`config.mk`:
```
export PLATFORM = sky130hd
export DESIGN_NAME = tcp_send_seg
export DESIGN_NICKNAME = d
export VERILOG_FILES = /design/src/rtl/tss_pkg.sv /design/src/rtl/tss_cfg.sv /design/src/rtl/tss_ack.sv /design/src/rtl/tss_seg.sv /design/src/rtl/tcp_send_seg.sv
export SDC_FILE = /design/constraint.sdc
export NUM_CORES = 1
export LEC_CHECK = 0
export BUFFER_PORTS_ARGS = -buffer_cell sky130_fd_sc_hd__buf_2
export CORE_UTILIZATION = 30
export DETAILED_ROUTE_END_ITERATION = 10
export GPL_ROUTABILITY_DRIVEN = 0
export PLACE_DENSITY_LB_ADDON = 0.15
export RECOVER_POWER = 25
export SYNTH_ARGS = -nofsm -noshare
export SYNTH_HDL_FRONTEND = slang
export SYNTH_SLANG_ARGS = --single-unit
```
`constraint.sdc`:
```
create_clock -name clk -period 12.6 [get_ports clk]
set_input_delay 1.89 -clock clk [delete_from_list [all_inputs] [get_ports clk]]
set_output_delay 1.89 -clock clk [all_outputs]
set_load 0.02 [all_outputs]
```
`src/rtl/tss_pkg.sv`:
```
package tss_pkg;

   typedef enum logic [2:0] {
      ST_IDLE,
      ST_FULL,
      ST_WRES,
      ST_SRES,
      ST_SDUP,
      ST_DONE
   } tss_state_e;

   localparam logic [1:0] CFG_TOTAL = 2'd0;
   localparam logic [1:0] CFG_PKT   = 2'd1;
   localparam logic [1:0] CFG_MODE  = 2'd2;

endpackage

```
`src/rtl/tss_cfg.sv`:
```
module tss_cfg
   import tss_pkg::*;
#(
   parameter int LEN_W   = 32,
   parameter int PKT_W   = 16,
   parameter int PKT_DEF = 1460,
   parameter int PKT_MAX = 16000
) (
   input  logic             clk,
   input  logic             rst_n,
   input  logic             wr_en,
   input  logic [1:0]       wr_addr,
   input  logic [LEN_W-1:0] wr_data,
   output logic [LEN_W-1:0] tot_q,
   output logic [PKT_W-1:0] pkt_q,
   output logic             once_q
);

   localparam logic [LEN_W-1:0] PKT_MAX_L = LEN_W'(PKT_MAX);
   localparam logic [PKT_W-1:0] PKT_DEF_L = PKT_W'(PKT_DEF);

   logic pkt_legal;

   // length writes outside 1..PKT_MAX are dropped
   assign pkt_legal = (wr_data != '0) && (wr_data <= PKT_MAX_L);

   always_ff @(posedge clk) begin
      if (!rst_n) begin
         tot_q  <= '0;
         pkt_q  <= PKT_DEF_L;
         once_q <= 1'b0;
      end else if (wr_en) begin
         case (wr_addr)
            CFG_TOTAL: tot_q  <= wr_data;
            CFG_PKT:   if (pkt_legal) pkt_q <= wr_data[PKT_W-1:0];
            CFG_MODE:  once_q <= wr_data[0];
            default:   ;
         endcase
      end
   end

endmodule

```
`src/rtl/tss_ack.sv`:
```
module tss_ack #(
   parameter int LEN_W = 32
) (
   input  logic             clk,
   input  logic             rst_n,
   input  logic             load,
   input  logic [LEN_W-1:0] load_seq,
   input  logic             active,
   input  logic             ack_valid,
   input  logic [LEN_W-1:0] ack_num,
   input  logic [LEN_W-1:0] snd_nxt,
   output logic [LEN_W-1:0] una,
   output logic             rel_valid,
   output logic [LEN_W-1:0] rel_bytes
);

   logic [LEN_W-1:0] adv;
   logic [LEN_W-1:0] span;
   logic             accept;

   // modulo distances from the unacknowledged pointer
   assign adv    = ack_num - una;
   assign span   = snd_nxt - una;
   assign accept = active && ack_valid && (adv != '0) && (adv <= span);

   assign rel_valid = accept;
   assign rel_bytes = accept ? adv : '0;

   always_ff @(posedge clk) begin
      if (!rst_n) begin
         una <= '0;
      end else if (load) begin
         una <= load_seq;
      end else if (accept) begin
         una <= ack_num;
      end
   end

endmodule

```
`src/rtl/tss_seg.sv`:
```
module tss_seg
   import tss_pkg::*;
#(
   parameter int LEN_W  = 32,
   parameter int PKT_W  = 16,
   parameter int CNT_W  = 16,
   parameter bit DUP_EN = 1'b1
) (
   input  logic             clk,
   input  logic             rst_n,
   input  logic             start,
   input  logic             stop,
   input  logic [LEN_W-1:0] tot_cfg,
   input  logic [PKT_W-1:0] pkt_cfg,
   input  logic             once_cfg,
   input  logic [LEN_W-1:0] start_seq,
   input  logic [CNT_W-1:0] buf_level,
   input  logic             req_ready,
   input  logic [LEN_W-1:0] una,
   output logic             req_valid,
   output logic [PKT_W-1:0] req_len,
   output logic             req_dup,
   output logic             busy,
   output logic [LEN_W-1:0] remain,
   output logic [LEN_W-1:0] snd_nxt,
   output logic             load
);

   localparam int PAD_P = LEN_W - PKT_W;
   localparam int PAD_C = LEN_W + 1 - CNT_W;

   tss_state_e       state;
   logic [PKT_W-1:0] pkt_cmd;
   logic [PKT_W-1:0] res_len;
   logic [LEN_W-1:0] end_seq;
   logic             once_cmd;
   logic             once_eff;

   logic [LEN_W-1:0] pkt_ext;
   logic [LEN_W-1:0] in_flight;
   logic [LEN_W:0]   need;
   logic [LEN_W:0]   have;
   logic             room;
   logic             want;
   logic             gated;
   logic             fire;
   logic             full_left;

   // residue repetition is a build-time option
   generate
      if (DUP_EN) begin : g_dup
         assign once_eff = once_cmd;
      end else begin : g_nodup
         assign once_eff = 1'b1;
      end
   endgenerate

   assign pkt_ext   = {{PAD_P{1'b0}}, pkt_cmd};
   assign full_left = (remain >= pkt_ext);
   assign in_flight = snd_nxt - una;

   always_comb begin
      req_len = pkt_cmd;
      req_dup = 1'b0;
      want    = 1'b0;
      gated   = 1'b1;
      case (state)
         ST_FULL: begin
            req_len = pkt_cmd;
            want    = full_left;
         end
         ST_SRES: begin
            req_len = remain[PKT_W-1:0];
            want    = 1'b1;
         end
         ST_SDUP: begin
            req_len = res_len;
            req_dup = 1'b1;
            want    = 1'b1;
            gated   = 1'b0;
         end
         default: ;
      endcase
   end

   // unsent buffered bytes must cover the packet
   assign need = {1'b0, in_flight} + {{(PAD_P + 1){1'b0}}, req_len};
   assign have = {{PAD_C{1'b0}}, buf_level};
   assign room = (have >= need);

   assign req_valid = want && (room || !gated);
   assign fire      = req_valid && req_ready;
   assign busy      = (state != ST_IDLE);
   assign load      = (state == ST_IDLE) && start && !stop;

   always_ff @(posedge clk) begin
      if (!rst_n) begin
         state    <= ST_IDLE;
         pkt_cmd  <= '0;
         res_len  <= '0;
         end_seq  <= '0;
         once_cmd <= 1'b0;
         remain   <= '0;
         snd_nxt  <= '0;
      end else if (stop) begin
         state <= ST_IDLE;
      end else begin
         case (state)
            ST_IDLE: begin
               if (start) begin
                  remain   <= tot_cfg;
                  pkt_cmd  <= pkt_cfg;
                  once_cmd <= once_cfg;
                  snd_nxt  <= start_seq;
                  end_seq  <= start_seq + tot_cfg;
                  state    <= ST_FULL;
               end
            end
            ST_FULL: begin
               if (fire) begin
                  remain  <= remain - pkt_ext;
                  snd_nxt <= snd_nxt + pkt_ext;
               end else if (!full_left) begin
                  state <= (remain == '0) ? ST_DONE : ST_WRES;
               end
            end
            ST_WRES: begin
               if (una == snd_nxt) state <= ST_SRES;
            end
            ST_SRES: begin
               if (fire) begin
                  res_len <= remain[PKT_W-1:0];
                  snd_nxt <= snd_nxt + remain;
                  remain  <= '0;
                  state   <= once_eff ? ST_DONE : ST_SDUP;
               end
            end
            ST_SDUP: begin
               if (fire) state <= ST_DONE;
            end
            ST_DONE: begin
               if (una == end_seq) state <= ST_IDLE;
            end
            default: state <= ST_IDLE;
         endcase
      end
   end

endmodule

```
`src/rtl/tcp_send_seg.sv`:
```
module tcp_send_seg #(
   parameter int LEN_W   = 32,
   parameter int PKT_W   = 16,
   parameter int CNT_W   = 16,
   parameter int PKT_DEF = 1460,
   parameter int PKT_MAX = 16000,
   parameter bit DUP_EN  = 1'b1
) (
   input  logic             clk,
   input  logic             rst_n,
   input  logic             cfg_wr,
   input  logic [1:0]       cfg_addr,
   input  logic [LEN_W-1:0] cfg_data,
   input  logic             start,
   input  logic             stop,
   input  logic [LEN_W-1:0] start_seq,
   input  logic [CNT_W-1:0] buf_level,
   input  logic             ack_valid,
   input  logic [LEN_W-1:0] ack_num,
   input  logic             req_ready,
   output logic             req_valid,
   output logic [PKT_W-1:0] req_len,
   output logic             req_dup,
   output logic             busy,
   output logic [LEN_W-1:0] remain,
   output logic             rel_valid,
   output logic [LEN_W-1:0] rel_bytes
);

   generate
      if (PKT_W >= LEN_W) begin : g_bad_pktw
         $error("packet length width must be narrower than total width");
      end
      if (CNT_W > LEN_W) begin : g_bad_cntw
         $error("occupancy width must not exceed total width");
      end
      if (PKT_MAX < 1 || PKT_MAX >= (2 ** PKT_W)) begin : g_bad_max
         $error("packet length cap does not fit its field");
      end
      if (PKT_DEF < 1 || PKT_DEF > PKT_MAX) begin : g_bad_def
         $error("default packet length outside legal range");
      end
   endgenerate

   logic [LEN_W-1:0] tot_q;
   logic [PKT_W-1:0] pkt_q;
   logic             once_q;
   logic [LEN_W-1:0] una;
   logic [LEN_W-1:0] snd_nxt;
   logic             load;

   tss_cfg #(
      .LEN_W  (LEN_W),
      .PKT_W  (PKT_W),
      .PKT_DEF(PKT_DEF),
      .PKT_MAX(PKT_MAX)
   ) u_cfg (
      .clk    (clk),
      .rst_n  (rst_n),
      .wr_en  (cfg_wr),
      .wr_addr(cfg_addr),
      .wr_data(cfg_data),
      .tot_q  (tot_q),
      .pkt_q  (pkt_q),
      .once_q (once_q)
   );

   tss_seg #(
      .LEN_W (LEN_W),
      .PKT_W (PKT_W),
      .CNT_W (CNT_W),
      .DUP_EN(DUP_EN)
   ) u_seg (
      .clk      (clk),
      .rst_n    (rst_n),
      .start    (start),
      .stop     (stop),
      .tot_cfg  (tot_q),
      .pkt_cfg  (pkt_q),
      .once_cfg (once_q),
      .start_seq(start_seq),
      .buf_level(buf_level),
      .req_ready(req_ready),
      .una      (una),
      .req_valid(req_valid),
      .req_len  (req_len),
      .req_dup  (req_dup),
      .busy     (busy),
      .remain   (remain),
      .snd_nxt  (snd_nxt),
      .load     (load)
   );

   tss_ack #(
      .LEN_W(LEN_W)
   ) u_ack (
      .clk      (clk),
      .rst_n    (rst_n),
      .load     (load),
      .load_seq (start_seq),
      .active   (busy && !stop),
      .ack_valid(ack_valid),
      .ack_num  (ack_num),
      .snd_nxt  (snd_nxt),
      .una      (una),
      .rel_valid(rel_valid),
      .rel_bytes(rel_bytes)
   );

endmodule

```
# == After elaboration in Yosys (flattened, before gate mapping) ==
# Cells that the tools add are included.
# classes
n_mux,24
n_addsub,7
bitwise,2
eq_ne,17
n_reduce_logical,28
magnitude_cmp,4
# ops
op,n
2-to-1 mux 32 bit,9
case mux 32 bit (3 select lines),2
adder 32 bit,2
== test 32 bit,2
nonzero test 32 bit,2
subtractor 32 bit,2
adder 32 x 16 -> 33 bit,1
greater-or-equal comparator 16 x 33 -> 1 bit,1
adder 32 x 16 -> 32 bit,1
greater-or-equal comparator 32 x 16 -> 1 bit,1
<= comparator 32 x 14 -> 1 bit (second input constant),1
<= comparator 32 bit,1
zero test 32 bit,1
case mux 16 bit (2 select lines),1
subtractor 32 x 16 -> 32 bit,1
2-to-1 mux 3 bit,8
case mux 3 bit (6 select lines),1
!= test 2 x 1 -> 1 bit (second input constant),5
logical AND 1 bit,9
AND reduction 3 bit,3
AND reduction 7 bit,1
== test 3 x 2 -> 1 bit (second input constant),2
== test 3 bit (second input constant),2
!= test 2 bit (second input constant),3
other kinds (15),20
# word_totals
wordCells,93
inputBits,121
regBits,213
output_inout_bits,84

# == Longest topological paths before layout ==
# depth
ltp_word,9
mapped_depth,33
mapped_depth_nobuf,29

# == Cells and area by module ==
# From an unflattened synthesis, not the netlist that was laid out.
# hier_totals
hier_cells,2975
hier_area_um2,22051.1
# modules_own_cells
mod,seq_area_each_um2,area_per_inst_um2,instances,cells_each
tss_seg,2642.5,13605.5,1,1842
tss_ack,640.6,6517.5,1,899
tss_cfg,980.9,1914.3,1,233
tcp_send_seg,0.0,13.8,1,1

# == Worst setup path before layout ==
# Ideal clock, no wire load.
# synth_timing
path_type,input port to output port
from,input ack_num[0]
to,output rel_bytes[10]
n_path_buf,2
t_required_ps,10710
path_stages,29
slack_ps,3408
t_arrival_ps,7302
path_cell_list,inv_1 ha_1 inv_1 fa_1 a211oi_1 o21a_1 or3_1 a31oi_1 o41a_1 o211a_1 mux2i_1 a2111oi_0 inv_1 ha_1 a21o_1 a21o_1 a21o_1 a21oi_1 nor2b_1 o21ai_0 nand2b_1 a21oi_1 o221ai_1 a21o_1 or2_2 buf_2 inv_1 clkbuf_1 and2_1
# synth_via
elab_chain_cells,5
word_cells_on_any_way,6
cone_classes,add/sub (1); order compare (1); mux (1); reduce/logical (3)
# synth_lines
element,line_no,source
"start, declared",tcp_send_seg.sv:19,"input logic [LEN_W-1:0] ack_num,"
subtractor 32 bit (*),tss_ack.sv:22,assign adv = ack_num - una;
"parallel branches: the longest is 2 deep, another holds <= comparator 32 bit",n/a,
logical AND 1 bit (*),tss_ack.sv:24,assign accept = active && ack_valid && (adv != '0) && (adv <= span);
via rel_valid,tcp_send_seg.sv:26,"output logic rel_valid,"
2-to-1 mux 32 bit (*),tss_ack.sv:27,assign rel_bytes = accept ? adv : '0;
"end, declared",tcp_send_seg.sv:27,output logic [LEN_W-1:0] rel_bytes
# Mark *: on every way through the listed nets, which the timed path passes.

# == Final worst setup path ==
# layout_timing
from,register u_seg.state[2]
to,output req_valid
# layout_via
elab_chain_cells,6
word_cells_on_any_way,10
cone_classes,add/sub (1); order compare (1); eq/ne (3); mux (2); reduce/logical (3)
# layout_lines
element,line_no,source
"start, declared",tss_seg.sv:32,tss_state_e state;
"start signal, assigned",tss_seg.sv:124,state <= (remain == '0) ? ST_DONE : ST_WRES;
"start signal, assigned",tss_seg.sv:135,state <= once_eff ? ST_DONE : ST_SDUP;
== test 3 bit / == test 3 x 2 -> 1 bit (equally long branches),tss_seg.sv:67,case (state)
case mux 16 bit (2 select lines),tss_seg.sv:67,
adder 32 x 16 -> 33 bit,tss_seg.sv:87,"assign need = {1'b0, in_flight} + {{(PAD_P + 1){1'b0}}, req_len};"
greater-or-equal comparator 16 x 33 -> 1 bit,tss_seg.sv:89,assign room = (have >= need);
logical OR 1 bit,tss_seg.sv:91,assign req_valid = want && (room || !gated);
logical AND 1 bit (*),tss_seg.sv:91,
"end, declared",tcp_send_seg.sv:21,"output logic req_valid,"
# Mark *: on every way between the ends. The rest lies on a longest branch, timed or not.

==> summary.md <==
| Metric | Value |
|---|---|
| Yosys cell types | 87 |
| Rel. slew slack | -135% |
| Seq cells post-synth | 213 |
| Layout area overhead | 13.0% |
| Syn Std Cell Area | 0.0197 mm² |
| Starting density of the core | 30.5% |
| Hold EP | u_seg.pkt_cmd[15]$_SDFFE_PN0P_ |
| Cts bufs inserted | 25 |
| Final worst path period share | 82.5% |
| Post-synthesis sequential area ratio | 21.6% |
| Synth warn | 0 |
| Post-route insts no fill | 3661 |
| Hold depth | 2 |
| Met1 Routed Length | 36500 µm |
| Hold Crit Class | reg2reg |
| Cells resized by post-CTS repair | 0 |
| Fin Clk Skew | 0.0126 ns |
| Post-CTS setup repair buffer count | 0 |
| Final Hold Viols | 0 |
| CP endpoint kind | primary output |
| Final Setup Violations | 0 |
| IO Count | 205 |
| Wirelength, routed | 79000 µm |
| Post-Route Setup TNS | 0 ns |
| Pins Over Slew Limit | 253 |
| Worst R2R Start | u_seg.state[2]$_SDFFE_PP0P_ |
| Cells after synthesis | 2666 |
| Layout Nets | 3117 |
| Initial DRC count | 1689 |
| Outcome | finished, violations left |
| Core ar. | 0.0647 mm² |
| Setup Slack @ Placement | 2.49 ns |
| Remaining DRCs | 0 |
| Die X | 259 µm |
| Post-synth EDFFs | 0 |
| Worst-path fanout max | 33 |
| Total global-route track usage | 22.8% |
| FF-to-FF End | u_seg.remain[0]$_SDFFE_PN0P_ |
| Hold path startpoint | u_cfg.pkt_q[15]$_SDFFE_PN0P_ |
| Die H | 259 µm |
| H-tree Lvls | 1 |
| PD cells | 136 mW/mm² |
| WL/cell | 21.6 µm |
| Share of cells above drive strength 1 | 10.2% |
| Crit-path slowest cell | a221oi_1 |
| Routed wl met2 | 34200 µm |
| PortBufs | 204 |
| Vias/cell | 5.58 |
| Antenna viol nets, final | 0 |
| Initial antenna violation count | 5 |
| Reg2reg setup slack | 4.16 ns |
| DP Wirelength | 63400 µm |
| Leakage power | 9.79 nW |
| Worst skew pair latency | 0.55 ns |
| Min Tclk post-route | 10.39 ns |
| Met3 routed wirelength | 5590 µm |
| Row cnt | 93 |
| Filler Cells Inserted | 7023 |
| Syn_nets | 2996 |
| CTS sink cnt | 213 |
| Buffers & Inverters on Critical Path | 5 |
| Avg Synthesized Cell Area | 7.40 µm² |
| Max layer used | met4 |
| Fmax | 96.2 MHz |
| Area occupied by registers | 0.00426 mm² |
| CTS tree | done |
| DR pass1 iterations | 6 |
| Placed cell count | 3615 |
| Top cell by count, worst path | o21ai_0 |
| Failing checks | max-capacitance violations, max-slew violations |
| Largest net degree at the start of global routing | 74 |
| Worst-case reg-to-reg path depth | 31 |
| Total gr overflow | 0 |
| Share of synthesized registers carrying an async set or reset | 0% |
| Post-CTS Hold Fix Bufs | 0 |
| CP required | 10.71 ns |
| Crit-path leading delay family | compound AO/OA/AOI/OAI gates |
| Area of the multi-input gates | 0.0145 mm² |
| Clock-pin slew on the worst setup and hold paths | 0.06 ns |
| Worst Path Arrival | 8.50 ns |
| Worst Max-Slew Pin Slew | 3.52 ns |
| DIE AREA | 0.0668 mm² |
| Fin util | 34.5% |
| Clock Tree Root | clkbuf_16 |
| Bufs on Longest Clock Path | 3 |
| First-pass GRT wire length | 118000 µm |
| Via Count | 20411 |
| CP max stage delay | 0.89 ns |
| Worst vdd ir | 0.0000745 V |
| Setup WS post-layout | 2.21 ns |
| Synth Flop Type | dfxtp_1 |
| Critical Path Source Type | flop |
| RSZ-0062 raised after global routing | false |
| CP Class | reg2out |
| Max Cap Violations | 4 |
| Vias in the first global route | 19359 |
state kept, by name, indices dropped and copies added, names as in the netlist:
signal and flops:
u_ack.una 32, u_cfg.once_q 1, u_cfg.pkt_q 16, u_cfg.tot_q 32, u_seg.end_seq 32, u_seg.once_cmd 1, u_seg.pkt_cmd 16, u_seg.remain 32
u_seg.res_len 16, u_seg.snd_nxt 32, u_seg.state 3
layout by cell type (no fill, tap or decap), types with 58 or more instances in the layout:
master	netlist	layout
dfxtp_1	213	213
nor2_1	161	160
inv_1	127	127
xor2_1	58	58
nand2_1	387	386
xnor2_1	93	93
nor3_1	110	108
ha_1	203	203
a21oi_1	246	246
buf_2	12	171
o21ai_0	117	117
nand3_1	71	71
a21o_1	84	84
layer usage:
layer | vias up | global-route usage (%)
met2 | 696 | 35.5
met1 | 9625 | 32.3
met4 | 0 | 7.43
li1 | 9967 | -
met5 | - | 0
met3 | 123 | 3.21
kinds of logic (layout without fill, tap and decap cells):
kind of cell    Yosys count  in the layout  synth area share, %
compound gates          764            764                 25.8
xor+xnor                151            151                 6.70
fa+ha+maj               209            209                 13.5
buf+inv                 261            400                 5.21
flops                   213            213                 21.6
mux                      49             49                 2.52
other cells               0              1                    0
simple gates           1019           1019                 24.7
worst max-delay path by stage:
| stage | from | to | slack, ns | cells past startpoint |
|---|---|---|---|---|
| 6_report | u_seg.state[2]$_SDFFE_PP0P_ | req_valid | 2.21 | 30 |
| 3_3_place_gp | ack_num[0] | rel_bytes[5] | 2.62 | 29 |
| 2_1_floorplan | ack_num[0] | rel_bytes[10] | 3.41 | 29 |
| 4_1_cts | u_seg.state[2]$_SDFFE_PP0P_ | req_valid | 2.18 | 30 |
| 5_1_grt | u_seg.state[2]$_SDFFE_PP0P_ | req_valid | 1.68 | 30 |
| 3_5_place_dp | ack_num[0] | rel_bytes[1] | 2.49 | 29 |
cells in the mapped netlist (71+ instances only):
cell type / instances / area (µm²)
xnor2_1: 93 / 815
nand2_1: 387 / 1450
clkbuf_1: 110 / 413
inv_1: 127 / 477
nand3_1: 71 / 355
nor3_1: 110 / 551
a21oi_1: 246 / 1230
dfxtp_1: 213 / 4260
ha_1: 203 / 2540
o21ai_0: 117 / 586
nor2_1: 161 / 604
a21o_1: 84 / 631
power breakdown:
group          total (mW)  switching (mW)  leakage (nW)  internal (mW)
clock network       0.776           0.321         0.421          0.456
registers           0.757          0.0449          1.74          0.712
logic                1.50           0.919          7.63          0.578
total                3.03            1.28          9.79           1.75
through the flow:
step	hold slack (ns)	power [mW]	area (µm²)
floorplan	0.427	1.83	19700
global placement	0.440	2.24	21500
detailed placement	0.450	2.26	21500
CTS	0.459	3.04	22400
global route	0.480	3.24	22300
finish	0.452	3.03	22300
layout make-up:
class	instances	area share [%]
multi-input combinational	2192	64.9
sequential	213	19.1
timing repair buffer	227	5.13
tap	855	4.80
clock buffer	31	3.13
inverter	128	2.16
clock inverter	14	0.735
antenna	1	0.0112
tightest hold or removal path: stages, from the launching register on:
cell     delay [ns]
dfxtp_1        0.31
nand2_1        0.05
a21oi_1        0.05
No activity file was read; power rests on OpenSTA's default activity.
